## src/rtl/dacc_pkg.sv

```systemverilog
package dacc_pkg;

  // operation codes (decimal values are part of the program format)
  localparam int OPC_LOAD  = 91;
  localparam int OPC_STORE = 39;
  localparam int OPC_CLEAR = 8;
  localparam int OPC_INCR  = 10;
  localparam int OPC_ADD   = 99;
  localparam int OPC_SUB   = 61;
  localparam int OPC_JUMP  = 15;
  localparam int OPC_JZERO = 17;
  localparam int OPC_JNEG  = 19;
  localparam int OPC_SHOW  = 1;
  localparam int OPC_STOP  = 64;

  typedef enum logic [3:0] {
    K_LOAD, K_STORE, K_CLEAR, K_INCR, K_ADD, K_SUB,
    K_JUMP, K_JZERO, K_JNEG, K_SHOW, K_STOP, K_BAD
  } op_kind_e;

  typedef enum logic [2:0] {
    ST_OPC, ST_AHI, ST_ALO, ST_EXEC, ST_DATA, ST_STOP
  } state_e;

  typedef enum logic [1:0] {
    ALU_INC, ALU_ADD, ALU_SUB
  } alu_fn_e;

endpackage

```

## src/rtl/dacc_decode.sv

```systemverilog
module dacc_decode
  import dacc_pkg::*;
#(
  parameter int DATA_W = 8
) (
  input  logic [DATA_W-1:0] code,
  output op_kind_e          kind
);

  always_comb begin
    unique case (code)
      DATA_W'(OPC_LOAD):  kind = K_LOAD;
      DATA_W'(OPC_STORE): kind = K_STORE;
      DATA_W'(OPC_CLEAR): kind = K_CLEAR;
      DATA_W'(OPC_INCR):  kind = K_INCR;
      DATA_W'(OPC_ADD):   kind = K_ADD;
      DATA_W'(OPC_SUB):   kind = K_SUB;
      DATA_W'(OPC_JUMP):  kind = K_JUMP;
      DATA_W'(OPC_JZERO): kind = K_JZERO;
      DATA_W'(OPC_JNEG):  kind = K_JNEG;
      DATA_W'(OPC_SHOW):  kind = K_SHOW;
      DATA_W'(OPC_STOP):  kind = K_STOP;
      default:            kind = K_BAD;
    endcase
  end

endmodule

```

## src/rtl/dacc_alu.sv

```systemverilog
module dacc_alu
  import dacc_pkg::*;
#(
  parameter int DATA_W = 8,
  parameter int RADIX  = 100
) (
  input  alu_fn_e                  fn,
  input  logic signed [DATA_W-1:0] acc_in,
  input  logic signed [DATA_W-1:0] opnd,
  output logic signed [DATA_W-1:0] res,
  output logic                     zero,
  output logic                     neg
);

  // two guard bits hold any sum or difference of two bytes
  localparam int SW = DATA_W + 2;
  localparam logic signed [SW-1:0] MODV = SW'(RADIX);
  localparam logic signed [SW-1:0] ONE  = SW'(1);

  logic signed [SW-1:0] a_w, b_w, raw_w, rem_w;

  always_comb begin
    a_w = {{2{acc_in[DATA_W-1]}}, acc_in};
    b_w = {{2{opnd[DATA_W-1]}}, opnd};
    unique case (fn)
      ALU_INC: raw_w = a_w + ONE;
      ALU_ADD: raw_w = a_w + b_w;
      default: raw_w = a_w - b_w;
    endcase
    // signed remainder truncates toward zero: sign follows raw_w
    rem_w = raw_w % MODV;
  end

  assign res  = rem_w[DATA_W-1:0];
  assign zero = (rem_w == '0);
  assign neg  = rem_w[SW-1];

endmodule

```

## src/rtl/dacc_core.sv

```systemverilog
module dacc_core
  import dacc_pkg::*;
#(
  parameter int DATA_W   = 8,
  parameter int RADIX    = 100,
  parameter int MAX_ADDR = 9999,
  localparam int ADDR_W  = $clog2(MAX_ADDR + 1),
  localparam int DIGIT_W = $clog2(RADIX)
) (
  input  logic                     clk,
  input  logic                     rst_n,
  output logic                     mem_req,
  output logic                     mem_rw,
  output logic [ADDR_W-1:0]        mem_addr,
  output logic signed [DATA_W-1:0] mem_wdata,
  input  logic                     mem_ack,
  input  logic signed [DATA_W-1:0] mem_rdata,
  output logic                     dsp_valid,
  output logic [ADDR_W-1:0]        dsp_addr,
  output logic signed [DATA_W-1:0] dsp_data,
  output logic                     err,
  output logic                     halted
);

  state_e                   state_q;
  logic [ADDR_W-1:0]        pc_q, mar_q, opaddr_q;
  logic signed [DATA_W-1:0] mdr_q, acc_q;
  logic [DATA_W-1:0]        opc_q;
  logic [DIGIT_W-1:0]       hi_q;
  logic                     z_q, n_q, h_q, rw_q;
  logic                     dsp_v_q, err_q;
  logic [ADDR_W-1:0]        dsp_a_q;
  logic signed [DATA_W-1:0] dsp_d_q;

  op_kind_e                 kind;
  alu_fn_e                  alu_fn;
  logic signed [DATA_W-1:0] alu_res;
  logic                     alu_z, alu_n;
  logic [ADDR_W-1:0]        pc_inc, join_addr;

  dacc_decode #(.DATA_W(DATA_W)) u_dec (
    .code (opc_q),
    .kind (kind)
  );

  always_comb begin
    unique case (kind)
      K_INCR:  alu_fn = ALU_INC;
      K_ADD:   alu_fn = ALU_ADD;
      default: alu_fn = ALU_SUB;
    endcase
  end

  dacc_alu #(.DATA_W(DATA_W), .RADIX(RADIX)) u_alu (
    .fn     (alu_fn),
    .acc_in (acc_q),
    .opnd   (mem_rdata),
    .res    (alu_res),
    .zero   (alu_z),
    .neg    (alu_n)
  );

  // program counter steps through the decimal address space and wraps
  assign pc_inc    = (pc_q == ADDR_W'(MAX_ADDR)) ? '0 : pc_q + 1'b1;
  // operand address: first byte counts hundreds, second byte units
  assign join_addr = ADDR_W'(hi_q) * ADDR_W'(RADIX)
                   + ADDR_W'(mem_rdata[DIGIT_W-1:0]);

  always_ff @(posedge clk or negedge rst_n) begin
    if (!rst_n) begin
      state_q  <= ST_OPC;
      pc_q     <= '0;
      mar_q    <= '0;
      opaddr_q <= '0;
      mdr_q    <= '0;
      acc_q    <= '0;
      opc_q    <= '0;
      hi_q     <= '0;
      z_q      <= 1'b0;
      n_q      <= 1'b0;
      h_q      <= 1'b0;
      rw_q     <= 1'b1;
      dsp_v_q  <= 1'b0;
      dsp_a_q  <= '0;
      dsp_d_q  <= '0;
      err_q    <= 1'b0;
    end else begin
      dsp_v_q <= 1'b0;
      err_q   <= 1'b0;
      unique case (state_q)
        ST_OPC: if (mem_ack) begin
          mdr_q <= mem_rdata;
          opc_q <= mem_rdata;
          pc_q  <= pc_inc;
          if (mem_rdata[0]) begin
            mar_q   <= pc_inc;
            state_q <= ST_AHI;
          end else begin
            state_q <= ST_EXEC;
          end
        end
        ST_AHI: if (mem_ack) begin
          mdr_q   <= mem_rdata;
          hi_q    <= mem_rdata[DIGIT_W-1:0];
          pc_q    <= pc_inc;
          mar_q   <= pc_inc;
          state_q <= ST_ALO;
        end
        ST_ALO: if (mem_ack) begin
          mdr_q    <= mem_rdata;
          opaddr_q <= join_addr;
          pc_q     <= pc_inc;
          state_q  <= ST_EXEC;
        end
        ST_EXEC: begin
          unique case (kind)
            K_LOAD, K_ADD, K_SUB, K_SHOW: begin
              mar_q   <= opaddr_q;
              rw_q    <= 1'b1;
              state_q <= ST_DATA;
            end
            K_STORE: begin
              mar_q   <= opaddr_q;
              mdr_q   <= acc_q;
              rw_q    <= 1'b0;
              state_q <= ST_DATA;
            end
            K_CLEAR: begin
              acc_q   <= '0;
              z_q     <= 1'b1;
              n_q     <= 1'b0;
              mar_q   <= pc_q;
              state_q <= ST_OPC;
            end
            K_INCR: begin
              acc_q   <= alu_res;
              z_q     <= alu_z;
              n_q     <= alu_n;
              mar_q   <= pc_q;
              state_q <= ST_OPC;
            end
            K_JUMP, K_JZERO, K_JNEG: begin
              if ((kind == K_JUMP) || (kind == K_JZERO && z_q) ||
                  (kind == K_JNEG && n_q)) begin
                pc_q  <= opaddr_q;
                mar_q <= opaddr_q;
              end else begin
                mar_q <= pc_q;
              end
              state_q <= ST_OPC;
            end
            K_STOP: begin
              h_q     <= 1'b1;
              state_q <= ST_STOP;
            end
            default: begin
              err_q   <= 1'b1;
              mar_q   <= pc_q;
              state_q <= ST_OPC;
            end
          endcase
        end
        ST_DATA: if (mem_ack) begin
          if (rw_q) mdr_q <= mem_rdata;
          unique case (kind)
            K_LOAD: acc_q <= mem_rdata;
            K_ADD, K_SUB: begin
              acc_q <= alu_res;
              z_q   <= alu_z;
              n_q   <= alu_n;
            end
            K_SHOW: begin
              dsp_v_q <= 1'b1;
              dsp_a_q <= mar_q;
              dsp_d_q <= mem_rdata;
            end
            default: ;
          endcase
          mar_q   <= pc_q;
          rw_q    <= 1'b1;
          state_q <= ST_OPC;
        end
        default: ;  // ST_STOP: parked until reset
      endcase
    end
  end

  assign mem_req   = (state_q == ST_OPC) || (state_q == ST_AHI) ||
                     (state_q == ST_ALO) || (state_q == ST_DATA);
  assign mem_rw    = rw_q;
  assign mem_addr  = mar_q;
  assign mem_wdata = mdr_q;
  assign dsp_valid = dsp_v_q;
  assign dsp_addr  = dsp_a_q;
  assign dsp_data  = dsp_d_q;
  assign err       = err_q;
  assign halted    = h_q;

endmodule

```

## config.mk

```make
export PLATFORM = sky130hd
export DESIGN_NAME = dacc_core
export DESIGN_NICKNAME = d
export VERILOG_FILES = /design/src/rtl/dacc_pkg.sv /design/src/rtl/dacc_decode.sv /design/src/rtl/dacc_alu.sv /design/src/rtl/dacc_core.sv
export SDC_FILE = /design/constraint.sdc
export NUM_CORES = 1
export LEC_CHECK = 0
export BUFFER_PORTS_ARGS = -buffer_cell sky130_fd_sc_hd__buf_2
export CORE_ASPECT_RATIO = 2
export CORE_MARGIN = 2
export CORE_UTILIZATION = 56
export DETAILED_ROUTE_END_ITERATION = 10
export PLACE_DENSITY_LB_ADDON = 0.05
export SLEW_MARGIN = 20
export SYNTH_ARGS = -nofsm -noshare
export SYNTH_HDL_FRONTEND = slang
export SYNTH_HIERARCHICAL = 1
export SYNTH_SLANG_ARGS = --single-unit
```

## constraint.sdc

```tcl
create_clock -name clk -period 6.4 [get_ports clk]
set_clock_uncertainty 0.15 [all_clocks]
set_input_delay 0.32 -clock clk [delete_from_list [all_inputs] [get_ports clk]]
set_output_delay 0.32 -clock clk [all_outputs]
set_load 0.01 [all_outputs]
```

======== Yosys cells after proc, flatten, opt, wreduce, memory -nomap -nowiden ========
Index checks and enable logic that the tools add are counted.
storage, ports and cells
  memories ................................ 0
  bits in registers ....................... 104
  input port bits ......................... 11
  latch bits .............................. 0
  bits in writable memories ............... 0
  output and inout bits ................... 49
  logic and storage cells ................. 143
  memory bits (read-only) ................. 0
operators by class
  multipliers ............................. 1
  shift operators ......................... 0
  multiplexer cells ....................... 45
  equal/unequal tests ..................... 41
  magnitude comparators ................... 0
  reductions and logical operators ........ 34
  div/mod/pow operators ................... 1
  add/sub/neg operators ................... 5
  bitwise operators ....................... 0
operator list
  kind                     count
  $mux W14                 7
  $pmux W14 S4             1
  $pmux W8 S2              3
  $pmux W4 S11             1
  $pmux W14 S3             1
  $mux W8                  5
  $pmux W14 S2             1
  $eq A8 B4 Y1 const B     3
  $eq A8 B7 Y1 const B     3
  $pmux W8 S3              1
  $pmux W10 S2             1
  $eq A4 B3 Y1 const B     4
  $eq A8 B5 Y1 const B     2
  $eq A8 B6 Y1 const B     2
  $ne A2 B2 Y1 const B     8
  $pmux W3 S5              1
  $add A14 B1 Y14 const B  1
  $add A14 B7 Y14          1
  $eq A14 B14 Y1 const B   1
  $eq A4 B4 Y1 const B     3
  $mul A7 B5 Y12 const B   1
  $mux W3                  4
  $pmux W1 S2              6
  $reduce_or A11 Y1        1
  other kinds (36)         65

======== Logic depth before layout (Yosys ltp) ========
  word-level depth ........................ 11
  gate-level depth with buffers ........... 29
  depth with buffers taken out ............ 26

======== By module ========
The synthesis kept the hierarchy.
modules (own cells, without submodules)
  module       seq. area each (um^2)  cells each  area an instance (um^2)  times used
  dacc_core    2603.7                 636         6147.1                   1
  dacc_alu     0.0                    213         1646.6                   1
  dacc_decode  0.0                    43          315.3                    1

======== Worst setup path after synthesis ========
No wires, ideal clock.
  path kind ............................... register -> register
  start point ............................. register opc_q[5]
  end point ............................... register z_q
  slack ................................... -222 ps
  buffers on the path ..................... 4
  setup time .............................. 77 ps
  period minus slack after synthesis ...... 6622 ps
  data arrival time ....................... 6394 ps
  data required time ...................... 6173 ps
  cell stages (with the launch flop) ...... 29
  cells stage by stage .................... dfrtp_1 -> buf_2 -> and4b_1 -> a22oi_2 -> nand3_1 -> o31ai_1 -> clkbuf_1 -> nor3_1 -> o21ai_0 -> clkbuf_1 -> nand2_1 -> o21ai_0 -> inv_1 -> fa_1 -> nand2b_1 -> a21oi_1 -> xnor2_1 -> nor3_4 -> nand4_1 -> or3_1 -> buf_2 -> a211oi_2 -> nor3_1 -> o41ai_2 -> o31ai_2 -> xnor2_1 -> nor4_2 -> nor2_1 -> a21oi_1
on the way
  cells in the longest elaborated chain, start to end .. 11
  elaborated cells between the ends (all ways) .. 30
  those cells by class .................... 1 x div; 18 x eq/ne; 7 x mux; 4 x reduce/logical
RTL lines
  what                                              line               source
  from (decl)                                       dacc_core.sv:28    logic [DATA_W-1:0] opc_q;
  from (signal assigned)                            dacc_core.sv:93    opc_q <= mem_rdata;
  $eq A8 B7 Y1, or another cell as far along        dacc_decode.sv:11  unique case (code)
  $pmux W4 S11 (*)                                  dacc_decode.sv:11
  via kind[1]                                       dacc_core.sv:35    op_kind_e kind;
  $eq A4 B3 Y1 or $eq A4 B2 Y1 (tied branches)      dacc_core.sv:47    unique case (kind)
  $pmux W2 S2 (*)                                   dacc_core.sv:47
  via alu_fn[1]                                     dacc_core.sv:36    alu_fn_e alu_fn;
  $eq A2 B1 Y1 or $logic_not A2 Y1 (tied branches)  dacc_alu.sv:25     unique case (fn)
  $pmux W10 S2 (*)                                  dacc_alu.sv:25
  $mod A10 B8 Y10 (*)                               dacc_alu.sv:31     rem_w = raw_w % MODV;
  via alu_res[4]                                    dacc_core.sv:37    logic signed [DATA_W-1:0] alu_res;
  $logic_not A10 Y1 (*)                             dacc_alu.sv:35     assign zero = (rem_w == '0);
  via alu_z                                         dacc_core.sv:38    logic alu_z, alu_n;
  $mux W1                                           dacc_core.sv:165   unique case (kind)
  $mux W1                                           dacc_core.sv:163   ST_DATA: if (mem_ack) begin
  $pmux W1 S2 (*)                                   dacc_core.sv:90    unique case (state_q)
  to (signal assigned)                              dacc_core.sv:137   z_q <= alu_z;
  to (signal assigned)                              dacc_core.sv:169   z_q <= alu_z;
  to (decl)                                         dacc_core.sv:30    logic z_q, n_q, h_q, rw_q;
Mark *: on every way through the listed nets, which the timed path passes. The rest lies on a longest branch. The select of a mux whose other input is x is not followed.
A chain may end at the register's enable or synchronous reset.

======== Worst setup path in the final report ========
  start point ............................. register opc_q[5]
  end point ............................... register z_q
on the way
  cells in the longest elaborated chain, start to end .. 11
  elaborated cells between the ends (all ways) .. 30
  those cells by class .................... 1 x div; 18 x eq/ne; 7 x mux; 4 x reduce/logical
RTL lines
  what                                              line
  $eq A8 B7 Y1, or another cell as far along        dacc_decode.sv:11
  $pmux W4 S11 (*)                                  dacc_decode.sv:11
  via kind[0]                                       dacc_core.sv:35
  $eq A4 B3 Y1 or $eq A4 B2 Y1 (tied branches)      dacc_core.sv:47
  $pmux W2 S2 (*)                                   dacc_core.sv:47
  via alu_fn[1]                                     dacc_core.sv:36
  $eq A2 B1 Y1 or $logic_not A2 Y1 (tied branches)  dacc_alu.sv:25
  $pmux W10 S2 (*)                                  dacc_alu.sv:25
  $mod A10 B8 Y10 (*)                               dacc_alu.sv:31
  $logic_not A10 Y1 (*)                             dacc_alu.sv:35
  via alu_z                                         dacc_core.sv:38
  $mux W1                                           dacc_core.sv:165
  $mux W1                                           dacc_core.sv:163
  $pmux W1 S2 (*)                                   dacc_core.sv:90
Marked as above.

==> flow_summary.ini <==
[synth]
synth_async_sr_flop_share_pct = 100
synth_flop_cell = dfrtp_1
syn-mean-instance-area_um2 = 9.09
yosys_register_bits = 104
synth_seq_area_share_pct = 32.1
synth-compound-area-share_pct = 25.7
ys_types = 112
syn_nets = 948
yosysWarnings = 6
synth_xor_area_share_pct = 3.93
synth_top_family_by_area = compound AO/OA/AOI/OAI gates
syn_area_um2 = 8110
synth_edf_count = 0
synth_fa_ha_area_share_pct = 7.31
synthSimpleGateAreaFrac_pct = 20.3
syn_inst = 892
synthMuxAreaShare_pct = 6.68

[placement]
hpwl_um = 19900
portBuffers = 59
globalplace.congestion = 0.965
place_inst = 1127

[die]
start_util_pct = 56.8
dieHeight_um = 174
ios = 60
die_w_um = 89.1
core-area_um2 = 14300
dieArea_um2 = 15500
rows = 62

[timing]
setup_viol = 0
whs_ps = 201
hold_violations = 0
min_period_ps = 6290
fmax_mhz = 159
maxSlewViolCount = 0
fin_crit_sh_pct = 98.2
tightest_slew_ps = 1110
maxSlewHeadroom_pct = 25.8

[final_layout]
syn2layout_area_growth_pct = 20.0
finish.utilization_pct = 68.1
finalNonFillerCells = 1179
layout-drive-gt1-share_pct = 30.2
layout.nets = 1038
n_antenna_cell = 0
fillers = 1220

[critical_path]
end_kind = flop
crit_path_start_kind = flop
criticalPathCategory = reg -> reg
worstPathRequired_ps = 6530
path_max_fanout = 8
cp_data_arrival_time_ps = 6420

[grt]
grt_pass1_vias = 7601
antenna_found_initial = 0
overflow = 0
grt_pass1_wl_um = 40000
grtUsageTotal_pct = 33.9
grt_start_max_net_pins = 59

[run]
drv_cap = 0

[worst_hold_path]
min_path_type = in -> reg

[outcome]
status = completed

[clock_tree]
clock-sinks = 104
ctsRootBufferMaster = clkbuf_16
clk_pin_slew_ps = 70
h-tree-depth = 3
clk_latency_ps = 360
clock_path_buffers = 2
cts_tree = yes
numCtsBuffers = 9

[routing]
drt_iter0_markers = 508
dr.pass1.iters = 5
drc = 0
vias_per_cell = 6.54
wl_per_cell_um = 22.4
via_count = 7714
totalWireLength_um = 26500
ant_nets = 0
-- repair_timing --
action                     CTS  global route
setup buffers                4            31
hold buffers                 1             0
gates resized for setup     18            71
pin swaps                    8            31
setup endpoints to repair    7             8
hold endpoints to repair    45             0
-- layer usage --
metal / track usage (%) / wire length [um] / vias up
met5: 0 / 0 / -
met4: 22.1 / 1890 / 0
met3: 4.27 / 916 / 115
met2: 65.3 / 15400 / 300
met1: 30.5 / 8250 / 3764
li1: - / - / 3535
-- final timing paths --
kind	slack, ps	end	depth (start not counted)	start
min reg2reg	310	halted$_DFFE_PN0P_	1	halted$_DFFE_PN0P_
max reg2reg	110	z_q$_DFFE_PN0P_	27	opc_q[5]$_DFFE_PN0P_
max	110	z_q$_DFFE_PN0P_	27	opc_q[5]$_DFFE_PN0P_
min in group asynchronous	360	dsp_addr[1]$_DFFE_PN0P_	2	rst_n
min	200	hi_q[5]$_DFFE_PN0P_	3	mem_rdata[5]
max in group asynchronous	4510	opc_q[0]$_DFFE_PN0P_	3	rst_n
-- cell families (layout without fill, tap and decap cells) --
family / after synthesis / count (layout)
buffers and inverters: 73 / 168
adder cells (fa/ha/maj): 45 / 45
AND/OR/NAND/NOR: 302 / 302
multiplexers: 49 / 49
flip-flops: 104 / 104
AO/OA/AOI/OAI: 288 / 288
XOR/XNOR: 31 / 31
-- Yosys cell counts (4+ instances only) --
cell	n	area (um^2)
a211oi_1	9	67.6
a21o_1	5	37.5
a21oi_1	50	250
a221oi_1	10	87.6
a22o_1	6	52.6
a22oi_1	13	97.6
a31oi_1	15	93.8
and2_1	7	43.8
and3_1	10	62.6
and4_1	4	35.0
buf_2	12	60.1
buf_6	4	45.0
clkbuf_1	30	113
dfrtp_1	103	2580
fa_1	4	80.1
ha_1	41	513
inv_1	25	93.8
mux2_2	39	439
mux2i_1	8	80.1
nand2_1	77	289
nand2b_1	9	56.3
nand3_1	16	80.1
nand3b_1	4	30.0
nand4_1	10	62.6
nor2_1	77	289
nor2b_1	7	43.8
nor3_1	21	105
nor3b_1	4	30.0
nor4_1	6	37.5
nor4_2	5	62.6
nor4b_1	4	35.0
o211ai_1	7	52.6
o21a_1	9	67.6
o21ai_0	62	310
o21ai_1	9	45.0
o221ai_1	4	35.0
o22ai_1	12	75.1
o31ai_1	14	105
or2_2	4	25.0
or3_1	4	25.0
or4b_1	4	40.0
xnor2_1	10	87.6
xor2_1	17	149
-- worst max-delay path, stage by stage, from the launching register on --
cell	delay [ps]
dfrtp_2	440
buf_12	140
or4b_4	530
a21oi_4	200
a41oi_1	80
o211ai_2	140
nor3_1	110
o21ai_2	170
and2b_2	240
buf_4	150
a21oi_1	130
mux2i_1	110
ha_1	390
inv_2	120
a211o_4	330
a21oi_4	210
xnor2_4	200
mux2_4	350
o22ai_4	360
a211oi_4	140
buf_4	160
or2_1	290
and4_4	200
nor4_1	230
nand4bb_1	150
nor4_2	250
nor2_1	80
a21oi_1	140
-- layout by cell type, fill, tap and decap left out, types with 9 or more instances in the layout --
cell type  netlist  layout
dfrtp_1        103      95
nand2_1         77      77
nor2_1          77      74
buf_4            1      61
buf_2           12      58
o21ai_0         62      56
a21oi_1         50      47
mux2_2          39      39
ha_1            41      38
inv_1           25      24
nor3_1          21      16
xor2_1          17      15
a31oi_1         15      15
nand3_1         16      13
a22oi_1         13      13
o31ai_1         14      12
o21ai_1          9      12
o22ai_1         12      11
and3_1          10      10
nand4_1         10      10
a221oi_1        10       9
clkbuf_16        0       9
-- flip-flops by register name, summed over array words and instances (netlist names) --
register	count
acc_q	8
hi_q	7
dsp_data	8
halted	1
mem_wdata	8
dsp_valid	1
opaddr_q	14
opc_q	8
z_q	1
state_q	3
mem_rw	1
n_q	1
dsp_addr	14
err	1
pc_q	14
mem_addr	14
-- cell type report --
cell class | count | area (um^2) | share of cell area (%)
multi-input combinational | 715 | 5650 | 58.1
sequential | 104 | 2610 | 26.9
timing repair buffer | 127 | 827 | 8.50
tap | 192 | 240 | 2.47
clock buffer | 10 | 239 | 2.46
inverter | 25 | 93.8 | 0.965
clock inverter | 6 | 66.3 | 0.682
-- metrics by stage --
step | TNS, ps | worst slack, ps | instance area, um^2
after floorplan | 0 | 77.6 | 8110
after global placement | -66.4 | -66.4 | 8680
after detailed placement | -539 | -213 | 8680
after CTS | 0 | 0.704 | 9130
after global routing | -445 | -177 | 9730
final | 0 | 112 | 9730
Power is not shown: default switching activity piles up to over one toggle a cycle in this logic, so the estimate is an artifact.
